`config.mk`:
```
export PLATFORM = sky130hd
export DESIGN_NAME = qdelay_cap_fraction
export DESIGN_NICKNAME = d
export VERILOG_FILES = /design/src/rtl/qdelay_cap_fraction.sv
export SDC_FILE = /design/constraint.sdc
export NUM_CORES = 2
export LEC_CHECK = 0
export BUFFER_PORTS_ARGS = -buffer_cell sky130_fd_sc_hd__buf_2
export CORE_MARGIN = 8
export CORE_UTILIZATION = 60
export DETAILED_ROUTE_END_ITERATION = 10
export HOLD_SLACK_MARGIN = 0.15
export PLACE_DENSITY_LB_ADDON = 0.3
export SLEW_MARGIN = 20
export SYNTH_ARGS = -nofsm -noshare
export SYNTH_HDL_FRONTEND = slang
export SYNTH_SLANG_ARGS = --single-unit
```
`constraint.sdc`:
```
create_clock -name clk -period 10.73 [get_ports clk]
set_input_delay 0.5365 -clock clk [delete_from_list [all_inputs] [get_ports clk]]
set_output_delay 0.5365 -clock clk [all_outputs]
set_load 0.02 [all_outputs]
```
`src/rtl/qdelay_cap_fraction.sv`:
```
`timescale 1ns/1ps
module qdelay_cap_fraction #(
  parameter int QW   = 20,
  parameter int FW   = 16,
  parameter int FRAC = 14,
  parameter int CW   = 24
) (
  input  logic            clk,
  input  logic            rst_n,
  input  logic            eval,
  input  logic [QW-1:0]   qlen,
  input  logic [QW-1:0]   qtarget,
  input  logic [CW-1:0]   abr_cap,
  input  logic [FW-1:0]   slope_lo,
  input  logic [FW-1:0]   slope_hi,
  input  logic [FW-1:0]   drain_floor,
  output logic [FW-1:0]   frac,
  output logic [CW+1:0]   tgt_cap,
  output logic            done
);
  localparam int DIVW = FW + QW + FRAC;
  localparam int DENW = FW + QW + 1;
  localparam int CNTW = $clog2(FW) + 1;
  localparam logic [FW-1:0] ONE = FW'(1) << FRAC;

  typedef enum logic [1:0] {IDLE, RUN, FIN} st_t;
  st_t st;

  logic            idle;
  logic            seg_hi_r, eq_r, qz_r, q0z_r;
  logic [FW-1:0]   coef_r, floor_r, wq_r;
  logic [CW-1:0]   cap_r;
  logic [DENW-1:0] den_r, rem_r;
  logic [CNTW-1:0] cnt;

  assign idle = (st == IDLE);

  logic            seg_hi_c;
  logic [FW-1:0]   coef_c, km1_c;
  logic [DENW-1:0] den_c;
  logic [DIVW-1:0] dvd_c;

  assign seg_hi_c = qlen > qtarget;
  assign coef_c   = seg_hi_c ? slope_hi : slope_lo;
  assign km1_c    = (coef_c > ONE) ? coef_c - ONE : '0;
  assign den_c    = DENW'(km1_c) * DENW'(qlen) + (DENW'(qtarget) << FRAC);
  assign dvd_c    = (DIVW'(coef_c) * DIVW'(qtarget)) << FRAC;

  logic [DENW:0]   rem_sh, diff;
  logic            take;

  assign rem_sh = {rem_r, wq_r[FW-1]};
  assign take   = rem_sh >= {1'b0, den_r};
  assign diff   = rem_sh - {1'b0, den_r};

  logic [FW-1:0]    res;
  logic [CW+FW-1:0] prod;

  always_comb begin
    if (q0z_r)
      res = qz_r ? coef_r : floor_r;
    else if (seg_hi_r && (wq_r < floor_r))
      res = floor_r;
    else
      res = wq_r;
  end

  assign prod = (CW+FW)'(res) * (CW+FW)'(cap_r);

  always_ff @(posedge clk or negedge rst_n) begin
    if (!rst_n) begin
      st       <= IDLE;
      done     <= 1'b0;
      frac     <= '0;
      tgt_cap  <= '0;
      cnt      <= '0;
      rem_r    <= '0;
      wq_r     <= '0;
      den_r    <= '0;
      coef_r   <= '0;
      floor_r  <= '0;
      cap_r    <= '0;
      seg_hi_r <= 1'b0;
      eq_r     <= 1'b0;
      qz_r     <= 1'b0;
      q0z_r    <= 1'b0;
    end else begin
      done <= 1'b0;
      case (st)
        IDLE: if (eval) begin
          seg_hi_r <= seg_hi_c;
          eq_r     <= (qlen == qtarget);
          qz_r     <= (qlen == '0);
          q0z_r    <= (qtarget == '0);
          coef_r   <= coef_c;
          floor_r  <= drain_floor;
          cap_r    <= abr_cap;
          den_r    <= den_c;
          rem_r    <= DENW'(dvd_c[DIVW-1:FW]);
          wq_r     <= dvd_c[FW-1:0];
          cnt      <= '0;
          st       <= RUN;
        end
        RUN: begin
          rem_r <= take ? diff[DENW-1:0] : rem_sh[DENW-1:0];
          wq_r  <= {wq_r[FW-2:0], take};
          cnt   <= cnt + 1'b1;
          if (cnt == CNTW'(FW-1)) st <= FIN;
        end
        FIN: begin
          frac    <= res;
          tgt_cap <= prod[FRAC +: CW+2];
          done    <= 1'b1;
          st      <= IDLE;
        end
        default: st <= IDLE;
      endcase
    end
  end
endmodule

```
==> flow_metrics.env <==
export IMPL_grt_pass1_wl_um=201000
export IMPL_yosysSeqAreaShare_pct=11.2
export IMPL_yosys_most_used_dff="dfrtp_1"
export IMPL_grt_total_usage_pct=30.6
export IMPL_fin_util_pct=63.3
export IMPL_grt_pass1_vias=38400
export IMPL_crit_top_cell="a21o_1"
export IMPL_worstPathArrival_ns=10.28
export IMPL_clk_latency_ns=0.52
export IMPL_synth_avg_cell_area_um2=8.64
export IMPL_die_x_um=289
export IMPL_cts_sinks=199
export IMPL_ioPinCount=158
export IMPL_synthArstFlopShare_pct=100
export IMPL_startpoint_type="input port"
export IMPL_fp_coreArea_um2=74100
export IMPL_dr_first_iter_drc_count=2881
export IMPL_grt_max_degree=98
export IMPL_worstSetupPathType="input port to flip-flop"
export IMPL_yosys_register_bits=199
export IMPL_worstMarginPinSlew_ns=1.11
export IMPL_syn_nets=6513
export IMPL_syn_area_um2=44600
export IMPL_setup_viol=0
export IMPL_finalMaxSlewViolations=0
export IMPL_reg2reg_depth=33
export IMPL_final_cells=6136
export IMPL_maxCapViolCount=0
export IMPL_cp_data_required_time_ns=11.16
export IMPL_syn2layout_area_growth_pct=5.00
export IMPL_cts_resized=0
export IMPL_first_pass_iters=6
export IMPL_synth_largest_area_cell="fa_1"
export IMPL_clock_skew_ns=0.0194
export IMPL_fmax_mhz=102
export IMPL_nets=6500
export IMPL_cp_max_fo=22
export IMPL_layout_min_cycle_time_ns=9.85
export IMPL_num_rows=100
export IMPL_synthTopCellsByArea="fa_1, ha_1, dfrtp_1, nand2_1, inv_1"
export IMPL_slew_limit_headroom_pct=26.3
export IMPL_remaining_drc_errors=0
export IMPL_yosysMostFrequentCell="nand2_1"
export IMPL_synth_top_family_by_area="adder cells"
export IMPL_synth_xor_area_share_pct=2.36
export IMPL_synth_distinct_cells=81
export IMPL_final_hold_viol_count=0
export IMPL_rsz0062_at_grt="false"
export IMPL_hold_end="cap_r[20]"
export IMPL_yosys_area_share_simple_pct=17.3
export IMPL_globalplace_congestion=0.958
export IMPL_vias=35800
export IMPL_fin_crit_sh_pct=91.8
export IMPL_holdCritPathClass="input port to flip-flop"
export IMPL_cts_made_buffers=17
export IMPL_synth_commonest_cells="nand2_1, inv_1, fa_1, ha_1, and2_1"
export IMPL_gr_total_overflow=0
export IMPL_hold_path_depth=3
export IMPL_yosys_area_top_type_share_pct=37.1
export IMPL_dieHeight_um=289
export IMPL_htreeDepth=4
export IMPL_cts_tree="done"
export IMPL_clk_root_buffer_cell="clkbuf_16"
export IMPL_viasPerCell=5.83
export IMPL_antenna_found_initial=3
export IMPL_drt_antenna_violating_nets=0
export IMPL_start_util_pct=60.2
export IMPL_cp_startpoint="qtarget[5]"
export IMPL_worst_path_largest_cell_delay_ns=0.59
export IMPL_outcome="finished clean"
export IMPL_postSynthCellCount=5164
export IMPL_design_area_um2=46900
export IMPL_min_delay_start="abr_cap[20]"
export IMPL_r2r_end="tgt_cap[23]"
export IMPL_port_buffers=157
export IMPL_synth_compound_area_share_pct=8.14
export IMPL_tns_ns=0
export IMPL_die_area_um2=83400
export IMPL_synth_edf_count=0
export IMPL_cpMaxStageDelayCell="and2_1"
export IMPL_synth_adder_area_share_pct=48.5
export IMPL_place_inst=6100
export IMPL_r2r_setup_slack_ns=0.95
export IMPL_wl_per_cell_um=20.1
export IMPL_rr_startpoint="floor_r[10]"
export IMPL_synth_mux_area_fraction_pct=1.46
export IMPL_cts_clk_slew_worst_paths_ns=0.09
export IMPL_cts_buffer_depth=2
export IMPL_wirelength_um=123000
export IMPL_end_kind="flip-flop"
export IMPL_dp_hpwl_um=94800
export IMPL_placed_cell_area_um2=46200
export IMPL_drive_gt1_share_pct=6.43
export IMPL_yosys_warnings=0
==> worst max-delay path by stage <==
stage	end	slack (ns)	depth (start not counted)
2_1_floorplan	rem_r[33]	1.17	43
3_3_place_gp	rem_r[33]	0.77	39
3_5_place_dp	rem_r[33]	0.50	39
4_1_cts	rem_r[33]	1.02	39
5_1_grt	rem_r[33]	0.39	39
6_report	den_r[35]	0.88	38
==> sequential cells by signal, indices dropped and copies added, names as in the netlist <==
name / count
den_r: 37
rem_r: 37
tgt_cap: 26
cap_r: 24
coef_r: 16
floor_r: 16
frac: 16
wq_r: 16
cnt: 5
st: 2
done: 1
q0z_r: 1
qz_r: 1
seg_hi_r: 1
==> per-stage QoR <==
stage	hold slack (ns)	setup WS, ns
after floorplan	0.241	1.17
after global placement	0.454	0.769
after detailed placement	0.458	0.496
after CTS	0.186	1.02
after global routing	0.200	0.392
final	0.216	0.882
==> routing by layer <==
layer | wire length (um) | GRT usage (%) | vias up
li1 | - | - | 15800
met1 | 47800 | 38.5 | 17800
met2 | 57800 | 50.8 | 1775
met3 | 10900 | 5.57 | 360
met4 | 6570 | 15.2 | 4
met5 | 24 | 0 | -
==> layout by cell type, fill, tap and decap left out, drive strengths merged, types with 41 or more instances in the layout <==
| master | instances |
|---|---|
| nand2 | 1020 |
| xnor2 | 83 |
| nor2 | 86 |
| and3 | 134 |
| o21ai | 183 |
| nand3 | 41 |
| dfrtp | 199 |
| ha | 407 |
| fa | 827 |
| and2 | 266 |
| mux2i | 42 |
| a21oi | 162 |
| a21o | 87 |
| buf | 238 |
| inv | 1017 |
==> critical path: cells and delay by family <==
| kind | cells | cell delay (ns) |
|---|---|---|
| adders and majority gates | 8 | 3.69 |
| AOI/OAI and AO/OA | 19 | 3.60 |
| and+or+nand+nor | 4 | 0.95 |
| buffers and inverters | 6 | 0.90 |
| muxes | 1 | 0.55 |
==> kinds of logic (layout without fill, tap and decap cells) <==
kind of cell | count (synthesis) | after routing
simple gates | 1685 | 1685
buf+inv | 1283 | 1283
fa+ha+maj | 1234 | 1234
compound gates | 584 | 584
flops | 199 | 199
xor+xnor | 120 | 120
mux | 59 | 59
other cells | 0 | 3
==> cell type report <==
class | instances | area, um^2
inverter | 1012 | 3800
clock inverter | 15 | 181
tap | 969 | 1210
fill | 6158 | 27200
sequential | 199 | 4980
antenna | 3 | 7.51
timing repair buffer | 239 | 1430
multi-input combinational | 3682 | 34800
clock buffer | 17 | 425
==> timing repair <==
action,CTS,global route
buffers inserted,0,0
hold buffers,1,0
hold endpoints to repair,95,0
endpoints found under the setup margin,0,0
Power is left out: the tool's default activity adds up to more than one toggle a clock period on the data nets, which glitch-free logic cannot reach.
